$ cat config.mk
export PLATFORM = sky130hd
export DESIGN_NAME = addr_offset_link
export DESIGN_NICKNAME = d
export VERILOG_FILES = /design/src/rtl/addr_offset_pkg.sv /design/src/rtl/step_to_code.sv /design/src/rtl/code_to_step.sv /design/src/rtl/offset_encoder.sv /design/src/rtl/offset_decoder.sv /design/src/rtl/addr_offset_link.sv
export SDC_FILE = /design/constraint.sdc
export NUM_CORES = 1
export LEC_CHECK = 0
export ABC_CLOCK_PERIOD_IN_PS = 8700
export BUFFER_PORTS_ARGS = -buffer_cell sky130_fd_sc_hd__buf_4
export CAP_MARGIN = 20
export CORE_ASPECT_RATIO = 1.5
export CORE_UTILIZATION = 60
export CTS_CLUSTER_SIZE = 28
export DETAILED_ROUTE_END_ITERATION = 12
export PLACE_DENSITY = 0.8
export SYNTH_ARGS = -nofsm -noshare
export SYNTH_HDL_FRONTEND = slang
export SYNTH_SLANG_ARGS = --single-unit
$ cat constraint.sdc
create_clock -name clk -period 8.7 [get_ports clk]
set_clock_uncertainty 0.15 [all_clocks]
set_input_delay 0.87 -clock clk [delete_from_list [all_inputs] [get_ports clk]]
set_output_delay 0.87 -clock clk [all_outputs]
set_load 0.02 [all_outputs]
$ cat src/rtl/addr_offset_pkg.sv
package addr_offset_pkg;
  // How a bus word is to be read by the decoder
  typedef enum logic {
    XFER_RAW   = 1'b0,
    XFER_CODED = 1'b1
  } xfer_kind_e;
endpackage

$ cat src/rtl/step_to_code.sv
module step_to_code #(
  parameter int W = 32
) (
  input  logic [W-1:0] step,
  output logic         hit,
  output logic [W-1:0] code
);
  localparam int HALF = W / 2;

  logic zero_hit;
  assign zero_hit = (step == W'(1));

  for (genvar i = 0; i < HALF; i++) begin : g_lanes
    assign code[i]        = (step == W'(i + 2));
    assign code[HALF + i] = (step == W'(-(i + 1)));
  end

  assign hit = zero_hit | (|code);
endmodule

$ cat src/rtl/code_to_step.sv
module code_to_step #(
  parameter int W = 32
) (
  input  logic [W-1:0] code,
  output logic         legal,
  output logic [W-1:0] step
);
  localparam int HALF = W / 2;

  always_comb begin
    legal = 1'b0;
    step  = '0;
    if (code == '0) begin
      legal = 1'b1;
      step  = W'(1);
    end
    for (int i = 0; i < W; i++) begin
      if (code == (W'(1) << i)) begin
        legal = 1'b1;
        step  = (i < HALF) ? W'(i + 2) : W'(-(i - HALF + 1));
      end
    end
  end
endmodule

$ cat src/rtl/offset_encoder.sv
module offset_encoder
  import addr_offset_pkg::*;
#(
  parameter int W = 32
) (
  input  logic         clk,
  input  logic         rst_n,
  input  logic         adv,
  input  logic         take,
  input  logic [W-1:0] addr,
  output logic [W-1:0] bus_q,
  output xfer_kind_e   kind_q,
  output logic         bus_vld_q
);
  logic [W-1:0] prev_addr;
  logic         primed;
  logic [W-1:0] step;
  logic         hit;
  logic [W-1:0] code;

  assign step = addr - prev_addr;

  step_to_code #(.W(W)) u_book (
    .step(step),
    .hit (hit),
    .code(code)
  );

  always_ff @(posedge clk) begin
    if (!rst_n) begin
      prev_addr <= '0;
      primed    <= 1'b0;
      bus_q     <= '0;
      kind_q    <= XFER_RAW;
      bus_vld_q <= 1'b0;
    end else if (adv) begin
      bus_vld_q <= take;
      if (take) begin
        prev_addr <= addr;
        primed    <= 1'b1;
        if (hit && primed) begin
          bus_q  <= bus_q ^ code;
          kind_q <= XFER_CODED;
        end else begin
          bus_q  <= addr;
          kind_q <= XFER_RAW;
        end
      end
    end
  end


  seq_quiet_chk: assert property (@(posedge clk) disable iff (!rst_n)
    (adv && take && primed && addr == prev_addr + W'(1)) |=>
      (bus_q == $past(bus_q) && kind_q == XFER_CODED));


  first_raw_chk: assert property (@(posedge clk) disable iff (!rst_n)
    (adv && take && !primed) |=> (bus_q == $past(addr) && kind_q == XFER_RAW));


  idle_hold_chk: assert property (@(posedge clk) disable iff (!rst_n)
    (!(adv && take)) |=> ($stable(bus_q) && $stable(kind_q)));
endmodule

$ cat src/rtl/offset_decoder.sv
module offset_decoder
  import addr_offset_pkg::*;
#(
  parameter int W = 32
) (
  input  logic         clk,
  input  logic         rst_n,
  input  logic         adv,
  input  logic         bus_vld,
  input  logic [W-1:0] bus,
  input  xfer_kind_e   kind,
  output logic         out_vld_q,
  output logic [W-1:0] out_addr_q
);
  logic [W-1:0] prev_bus;
  logic         legal;
  logic [W-1:0] step;

  code_to_step #(.W(W)) u_rbook (
    .code (bus ^ prev_bus),
    .legal(legal),
    .step (step)
  );

  always_ff @(posedge clk) begin
    if (!rst_n) begin
      prev_bus   <= '0;
      out_addr_q <= '0;
      out_vld_q  <= 1'b0;
    end else if (adv) begin
      out_vld_q <= bus_vld;
      if (bus_vld) begin
        prev_bus   <= bus;
        out_addr_q <= (kind == XFER_CODED) ? out_addr_q + step : bus;
      end
    end
  end

  // a coded word differs from the last one in at most one bit
  coded_weight_chk: assert property (@(posedge clk) disable iff (!rst_n)
    (bus_vld && kind == XFER_CODED) |-> ($countones(bus ^ prev_bus) <= 1 && legal));
endmodule

$ cat src/rtl/addr_offset_link.sv
module addr_offset_link
  import addr_offset_pkg::*;
#(
  parameter int W = 32
) (
  input  logic         clk,
  input  logic         rst_n,
  input  logic         in_valid,
  output logic         in_ready,
  input  logic [W-1:0] in_addr,
  output logic [W-1:0] bus_data,
  output logic         bus_flag,
  output logic         bus_valid,
  input  logic         dec_ready,
  output logic         dec_valid,
  output logic [W-1:0] dec_addr
);
  logic       adv;
  xfer_kind_e kind;

  assign adv      = !(dec_valid && !dec_ready);
  assign in_ready = adv;
  assign bus_flag = (kind == XFER_CODED);

  offset_encoder #(.W(W)) u_enc (
    .clk      (clk),
    .rst_n    (rst_n),
    .adv      (adv),
    .take     (in_valid),
    .addr     (in_addr),
    .bus_q    (bus_data),
    .kind_q   (kind),
    .bus_vld_q(bus_valid)
  );

  offset_decoder #(.W(W)) u_dec (
    .clk       (clk),
    .rst_n     (rst_n),
    .adv       (adv),
    .bus_vld   (bus_valid),
    .bus       (bus_data),
    .kind      (kind),
    .out_vld_q (dec_valid),
    .out_addr_q(dec_addr)
  );


  stall_hold_chk: assert property (@(posedge clk) disable iff (!rst_n)
    (dec_valid && !dec_ready) |=>
      ($stable(dec_addr) && dec_valid && $stable(bus_data) && $stable(bus_flag)));
endmodule

==> results.txt, run 1 <==
The clock share of power is 34.9%. The total global routing track utilization is 38.9%. The sequential share of power came out at 34.0%. Clock tree synthesis found a total of 132 sinks. STA classifies the critical path endpoint as a flop. 104 I/O pins were placed. The average wire per standard cell came out at 20.6 um. Once detail routing completed, the nets flagged for antenna violations numbered 0. The transition time at the pin with the least slew margin came out at 1.18 ns. The combinational share of power came out at 31.1%. The vias per cell came out at 6.49. The CTS buffer count came out at 17. The clock period minus worst slack came out at 7.05 ns. Summed over all layers, the routed wires come to 38.1 mm. The number of nets produced by synthesis came out at 1630. The initial cell density of the core is 61.1%. After legalization and detailed placement, the total HPWL measured 28.5 mm. In this run the power density over the cells is 158 nW/um2. Once routing completed, OpenROAD measured the worst setup slack at 1.65 ns. The share of total power consumed by net switching came out at 36.2%. The number of remaining DRC errors is 0.

Leaving out fill and tap cells, the most frequent cells in the layout are nand2_1 (248), dfxtp_1 (131), buf_4 (117), a21oi_1 (93), nor2_1 (90). The number of enable flip-flop cells after synthesis is 0. The peak ir drop on the vdd network is 103 uV. The run finished with clean final reports. The number of slew-limit violations in the final report is 0. The number of inserted diodes came out at 0. In the final layout, the multi-input gates occupy 8130 um2. At the end of routability-driven placement, the weighted congestion stood at 1.01. TritonCTS built the clock tree.

The total area inside the core boundary comes to 18500 um2. The fraction of layout instances using a drive strength above 1 is 11.4%. The number of optimization iterations in the first detailed-route pass came out at 6. After synthesis, the share of cell area in mux cells is 1.60%. The port buffer count is 103. The number of setup buffers added after CTS is 0. The largest family of logic cells by synthesized area is compound AO/OA/AOI/OAI gates. Leaving out fill and tap cells, the most frequent cell in the layout is nand2_1. At the later pin of the worst-skew pair, clock insertion delay measures 0.44 ns.

The analysis attributes to net switching a power of 0.731 mW. The filler cells instantiated in the layout total 1614. The worst setup path is launched from a flop. The largest driver fanout on the critical path came out at 28. Tracing the worst setup path back leads to its startpoint at u_enc.bus_q[19]. In this run the critical register-to-register path is launched from u_enc.bus_q[19].

Yosys printed 0 warnings. The H-tree level count came out at 4. In this run, post-CTS repair resized a total of 0 instances.

The first-pass GRT wire length is 58.4 mm. The DRC marker count from the first detailed-route iteration is 1152. The number of global-route vias before repair came out at 11.1k.

The per-instance average area after synthesis came out at 7.41 um2. The cell leakage power is 5.16 nW. After Yosys synthesis, full adders, half adders and majority gates account for 7.20% of the synthesized area. The xor-xnor portion of the synthesized cell area is 7.56%.

The clock transition at the registers of the reported paths came out at 0.06 ns. The main flop type after synthesis is dfxtp_1. After Yosys synthesis, and, or, nand and nor cells account for 25.6% of the synthesized area. The path class of the tightest hold or removal check is reg2reg. The final count of hold timing violations was 0. The accumulated negative setup slack is 0 ns. Internal power comes to 1.29 mW.

The cell count after synthesis is 1530. The worst endpoint data arrival time came out at 7.21 ns. The fraction of registers with async set/reset came out at 0%.

The worst relative slew slack is 20.9%. The relative area change from synthesis to final layout is 12.5%. In the final layout, flip-flops and latches occupy 2640 um2. The critical path is of the reg2reg type. The total global routing overflow came out at 0. The initial antenna violation count is 0. The reported max-cap violation count came out at 0. Setup repair after global routing left no endpoint under its margin. Data on the critical path is required at its endpoint by 8.87 ns. Setup violations remaining at the end of the flow were counted as 0. After synthesis, the netlist uses 91 different library cells. The synthesized netlist devotes 29.7% of its cell area to compound gates.

The cell row count came out at 61. The maximum number of pins on one net before global-route repair is 84. The total standard cell area after synthesis came out at 11300 um2. The count of hold buffers inserted by post-cts repair is 0. In this run, synthesis produced a sequential element count of 132. Derived from the worst setup path, the maximum achievable clock frequency is 142 MHz.

The die width came out at 114 um. At the end of the flow, the number of nets in the layout was 1681. The share of the clock period used by the worst path is 81.0%.

No sink is reached through more buffers than the 2 on the longest clock path. The die covers 19500 um2. For this run, the register share of the synthesized area comes to 23.3%.

Across all layers, the routed design uses 12.0k vias. The tree is rooted in a clkbuf_16. The pre-CTS setup slack came out at 1.84 ns.

The startpoint identified for the worst hold timing path is u_enc.prev_addr[10]. The die height came out at 170 um.
## per-stage QoR
stage	area (um2)	total power [mW]	utilization [%]	instances	hold WS, ns
after floorplan	11300	1.12	-	1530	0.293
after global placement	12200	1.30	65.7	1814	0.301
after detailed placement	12200	1.31	65.7	1814	0.307
after CTS	12800	2.01	68.8	1844	0.316
after global routing	12800	2.10	68.8	1844	0.334
final	12800	2.02	68.8	1844	0.312
## per-layer routing
layer	global-route usage [%]	vias to the layer above	part of all wire [%]
met4	28.6	0	7.5
li1	-	5705	-
met3	6.87	160	5.3
met1	39.6	5568	36
met2	70.4	541	51
met5	0	-	0
## sequential cells by signal, summed over array words and instances, names as in the netlist
| signal | cells |
|---|---|
| u_enc.kind_q | 1 |
| u_enc.bus_vld_q | 1 |
| u_enc.primed | 1 |
| u_dec.out_vld_q | 1 |
| u_dec.out_addr_q | 32 |
| u_enc.bus_q | 32 |
| u_enc.prev_addr | 32 |
| u_dec.prev_bus | 32 |
## final cells by class
type / instances / share of cell area (%)
multi-input cells: 1255 / 63.8
flip-flops and latches: 132 / 20.7
repair buffers: 117 / 6.89
clock buffers: 22 / 3.80
well taps: 252 / 2.47
inverters: 58 / 1.71
clock inverters: 8 / 0.608
## worst max-delay path, stage by stage (launching register included)
cell and delay (ns):
dfxtp_1 0.37, xnor2_1 0.44, nand2_1 0.23, nor4_1 0.44, nand3_1 0.22, nor3_1 0.34
nand3_1 0.28, o31ai_1 0.20, or4_1 0.17, buf_4 0.33, a41o_1 0.15, ha_1 0.26
o21a_1 0.21, a21boi_0 0.14, o41a_1 0.37, o21ai_0 0.28, o21ai_0 0.17, o41ai_1 0.64
o211ai_1 0.20, a31o_2 0.31, a2111o_1 0.43, and4b_1 0.21, a211oi_1 0.24, o21ai_0 0.13
## synth_stat cells (7+ instances only)
library cell | instances | area share (%)
xor2_1 | 40 | 3.1
nor2b_1 | 19 | 1.0
a21boi_0 | 74 | 4.9
or2_2 | 7 | 0.39
o211ai_1 | 13 | 0.86
a21oi_1 | 93 | 4.1
and2_1 | 13 | 0.72
a21boi_1 | 7 | 0.46
a41oi_1 | 10 | 0.77
xnor2_1 | 56 | 4.3
a32oi_1 | 11 | 0.85
o41ai_1 | 16 | 1.2
nor4_1 | 14 | 0.77
inv_1 | 58 | 1.9
o22ai_1 | 17 | 0.94
nand2_1 | 249 | 8.2
nor3b_1 | 11 | 0.73
mux2i_1 | 17 | 1.5
a31oi_1 | 23 | 1.3
o21a_1 | 17 | 1.1
nand3_1 | 51 | 2.3
o211a_1 | 13 | 1.1
nor2_1 | 90 | 3.0
clkbuf_1 | 70 | 2.3
dfxtp_1 | 132 | 23
or3_1 | 11 | 0.61
nand2b_1 | 18 | 0.99
nand4_1 | 24 | 1.3
and4_1 | 7 | 0.54
a211oi_1 | 19 | 1.3
o21ai_0 | 74 | 3.3
a21o_1 | 19 | 1.3
ha_1 | 62 | 6.8
and3_1 | 8 | 0.44
o31ai_1 | 11 | 0.73
nor3_1 | 38 | 1.7
## logic make-up (layout without fill, tap and decap cells)
family	Yosys count	in the layout
adder cells (fa/ha/maj)	64	64
AND/OR/NAND/NOR	595	595
multiplexers	18	18
flip-flops	132	132
AO/OA/AOI/OAI	481	481
XOR/XNOR	97	97
buffers and inverters	143	205
## power groups by stage
| stage | clock network, mW | logic (mW) | registers, mW |
|---|---|---|---|
| after global placement | 0 | 0.608 | 0.694 |
| after global routing | 0.733 | 0.676 | 0.690 |
| after floorplan | 0 | 0.407 | 0.709 |
| after CTS | 0.707 | 0.616 | 0.684 |
| final | 0.705 | 0.627 | 0.686 |
| after detailed placement | 0 | 0.612 | 0.697 |
## worst paths after layout
| kind | to | slack (ns) | cells past startpoint |
|---|---|---|---|
| worst min register to register | u_enc.prev_addr[10] | 0.31 | 2 |
| worst min-delay path | u_enc.prev_addr[10] | 0.31 | 2 |
| worst max-delay path | u_dec.out_addr_q[30] | 1.65 | 23 |
| worst max register to register | u_dec.out_addr_q[30] | 1.65 | 23 |
(Power assumes the default switching activity.)
==> run 2: changes to the inputs <==
--- a/config.mk
+++ b/config.mk
@@ -5,7 +5,8 @@
 export SDC_FILE = /design/constraint.sdc
 export NUM_CORES = 1
 export LEC_CHECK = 0
-export ABC_CLOCK_PERIOD_IN_PS = 8700
+export ABC_AREA = 1
+export ABC_CLOCK_PERIOD_IN_PS = 7000
 export BUFFER_PORTS_ARGS = -buffer_cell sky130_fd_sc_hd__buf_4
 export CAP_MARGIN = 20
 export CORE_ASPECT_RATIO = 1.5
==> constraint.sdc (replaced) <==
create_clock -name clk -period 7 [get_ports clk]
set_clock_uncertainty 0.15 [all_clocks]
set_input_delay 0.7 -clock clk [delete_from_list [all_inputs] [get_ports clk]]
set_output_delay 0.7 -clock clk [all_outputs]
set_load 0.02 [all_outputs]
==> results.txt, run 2 <==
The number of stages on the worst hold path is 2 (unchanged). The total global routing overflow came to 0 (unchanged). The startpoint identified for the worst register-to-register timing path is u_enc.bus_q[30]. The cell area power density is 187 nW/um2 (+18%). The clock period minus worst slack came out at 6.03 ns (-1.01 ns). The footprint of the multi-input gates is 7900 um2 (-2.8%). The post-route antenna net violation count is 0 (unchanged). The port buffer count is 103 (unchanged). The relative area change from synthesis to final layout is 12.8%. The average wire per standard cell came to 16.4 um (-21%). The total global routing track utilization came out at 39.0% (+0.13 points).

The worst reg2reg path depth is 33 (+43%). The transition time at the pin with the least slew margin came to 1.01 ns (-0.169 ns). The cell leakage power came out at 6.64 nW (+29%). The synthesized design spends more area on one cell type than any other, namely dfxtp_1. The number of ports placed on the die boundary was 104 (unchanged).

The worst setup path is launched from a flop. The weighted congestion reported at the end of routability-driven placement came out at 0.958 (-5.6%). The total standard cell area after synthesis is 11900 um2 (+4.9%).

The initial antenna violation count is 0 (unchanged). The fraction of registers with async set/reset came to 0% (unchanged). The layer with the highest usage is met2. The total number of yosys warnings came to 0 (unchanged). The met1 demand-to-capacity share in global routing is 40.3% (+0.79 points). The initial cell density of the core came out at 61.6% (+0.45 points). The cell row count came out at 62 (+1.6%). The count of different cell masters after synthesis is 46 (-49%). The peak ir drop on the vdd network came out at 156 uV (+52%). The worst hold path terminates at u_enc.prev_addr[21].

The most numerous cell type found on the critical path is nand2_1. The post-detailed-placement half-perimeter wirelength came out at 29.4 mm (+3.2%). The accumulated negative setup slack is 0 ns (unchanged). The destination of the worst register-to-register timing path is u_dec.out_addr_q[26]. The met3 demand-to-capacity share in global routing is 6.62% (-0.25 points). The die height is 174 um (+2.4%).

The DRC marker count from the first detailed-route iteration was 1005 (-13%). The final count of hold timing violations came out at 0 (unchanged). Setup repair after global routing left no endpoint under its margin.

The worst endpoint data arrival time came out at 6.15 ns (-1.06 ns). The maximum number of pins on one net before global-route repair is 80 (-4.8%). The die width came out at 117 um (+2.4%). The H-tree level count is 4 (unchanged). The post-cts resize count came out at 0 (unchanged). The largest driver fanout on the critical path is 8 (-71%). The number of inserted diodes is 0 (unchanged). The biggest cell delay along the critical path came to 0.37 ns (-0.27 ns). The floorplan core area came to 19300 um2 (+4.1%). Counting instances in the post-synthesis netlist gives the leading cell types as nand2_1 (659), inv_1 (270), a21oi_1 (200), nor2_1 (177), dfxtp_1 (132). The run finished with clean final reports. The final hold slack is 0.313 ns (+0.00179 ns). The maximum buffer depth of the clock tree came out at 2 (unchanged). The source of the worst hold timing path is u_enc.prev_addr[21].

The first-pass GRT wire length came out at 61.1 mm (+4.5%). The area taken by flip-flops and latches came to 2640 um2 (about the same). The number of fill cells in the layout came out at 1789 (+11%). The number of slew-limit violations in the final report is 0 (unchanged). The category of the critical setup timing path is reg2reg.

The count of state elements after synthesis was 132 (unchanged). The largest individual stage delay along the critical path comes from the cell nor2_1. The post-synthesis sequential area ratio came to 22.2% (-1.1 points). The setup fix buffers added after clock tree synthesis is 0 (unchanged). The number of enable flip-flop cells after synthesis is 0 (unchanged). The register-to-register setup slack was 0.97 ns (-0.69 ns). The most frequent cell after synthesis is nand2_1. The maximum operating frequency is 166 MHz (+17%). The number of global-route vias before repair is 12.5k (+13%).

The fraction of layout instances using a drive strength above 1 is 8.81% (-2.6 points). By area the synthesized netlist is led by dfxtp_1 (22%), nand2_1 (21%), inv_1 (8.5%), a21oi_1 (8.4%), ha_1 (6.5%). The number of optimization iterations in the first detailed-route pass is 6 (unchanged). The clock network latency to the later pin of the worst-skew pair came to 0.43 ns (about the same). The wire length after detailed routing is 38.7 mm (+1.8%). The TritonCTS clock tree is yes. The reported max-cap violation count came out at 0 (unchanged). The area share of the leading cell type in the synthesized netlist was 22.2% (-1.1 points). The met2 global-route usage came out at 70.7% (+0.25 points).

The number of remaining DRC errors is 0 (unchanged). The worst relative slew slack is 32.4% (+11 points). The count of endpoints failing setup in the final report came to 0 (unchanged). The share of the clock period used by the worst path is 86.2% (+5.2 points). The per-instance average area after synthesis is 5.85 um2 (-21%).

The full die area was 20400 um2 (+4.8%). The kind of capture point of the worst setup path is a flop. The count of clock tree sinks came out at 132 (unchanged). The vias per cell is 5.61 (-14%).

The number of nets produced by synthesis is 2133 (+31%). Leaving out fill and tap cells, the most frequent cells in the layout are nand2_1 (658), inv_1 (269), a21oi_1 (200), nor2_1 (176), dfxtp_1 (132). The number of vias after detailed routing is 13.3k (+11%). The CTS buffer count came out at 17 (unchanged). Clock tree synthesis selected as its root buffer the cell clkbuf_16. The cell count after synthesis came out at 2033 (+33%).

The count of hold buffers inserted by post-cts repair is 0 (unchanged). The data required time at the worst endpoint came out at 7.12 ns (-1.75 ns). The clock transition at the registers of the reported paths was 0.06 ns (about the same).

The library cell used most frequently in the layout, excluding fill and tap cells, is nand2_1. The main flop type after synthesis is dfxtp_1. The number of nets at the end of the flow came out at 2198 (+31%). In this run the worst hold path is classified as reg2reg.
-- run 2: logic make-up (layout without fill, tap and decap cells) --
kind of cell / count (synthesis) / after routing / synth area share, %
fa+ha+maj: 64 / 64 / 6.86
buf+inv: 343 / 421 / 11.4
simple gates: 1070 / 1070 / 37.7
compound gates: 330 / 330 / 14.9
flops: 132 / 132 / 22.2
xor+xnor: 94 / 94 / 6.92
-- run 2: routing by layer --
metal  up-vias  part of all wire (%)
li1       6620                     -
met1      6004                    36
met2       492                    51
met3       158                   5.7
met4         0                   6.7
met5         -                     0
-- run 2: worst max-delay path by stage --
| stage | slack [ns] | from | endpoint | cells past startpoint |
|---|---|---|---|---|
| after CTS | 1.06 | u_enc.bus_q[27] | u_dec.out_addr_q[26] | 33 |
| after detailed placement | 1.09 | u_enc.bus_q[27] | u_dec.out_addr_q[26] | 35 |
| final | 0.97 | u_enc.bus_q[30] | u_dec.out_addr_q[26] | 33 |
| after global routing | 0.22 | u_enc.bus_q[30] | u_dec.out_addr_q[26] | 36 |
| after floorplan | 2.17 | u_enc.bus_q[30] | u_dec.out_addr_q[26] | 35 |
| after global placement | 1.24 | u_enc.bus_q[27] | u_dec.out_addr_q[26] | 35 |
-- run 2: per-stage QoR --
stage	total power [mW]	instances	area (um2)	setup slack, ns	util [%]
2_1_floorplan	1.30	2033	11900	2.17	-
3_3_place_gp	1.48	2334	12700	1.24	66.0
3_5_place_dp	1.49	2334	12700	1.09	66.0
4_1_cts	2.50	2366	13400	1.06	69.4
5_1_grt	2.63	2367	13400	0.221	69.5
6_report	2.51	2367	13400	0.967	69.5
-- run 2: worst max-delay path: cells and delay by family, from the launching register on --
| family | cells | cell delay (ns) |
|---|---|---|
| AO/OA/AOI/OAI | 10 | 1.71 |
| XOR/XNOR | 1 | 0.21 |
| adder cells (fa/ha/maj) | 2 | 0.59 |
| buffers and inverters | 2 | 0.15 |
| flip-flops | 1 | 0.35 |
| AND/OR/NAND/NOR | 18 | 2.70 |
-- run 2: layout make-up --
cell class | count | area share [%]
multi-input combinational | 1558 | 58.9
sequential | 132 | 19.7
inverter | 277 | 7.75
timing repair buffer | 112 | 6.36
clock buffer | 23 | 3.64
tap | 256 | 2.39
clock inverter | 9 | 1.29
-- run 2: power breakdown --
part | internal [mW] | switching (mW)
Sequential | 0.793 | 0.0334
Clock | 0.668 | 0.349
Combinational | 0.210 | 0.452
Total | 1.67 | 0.834
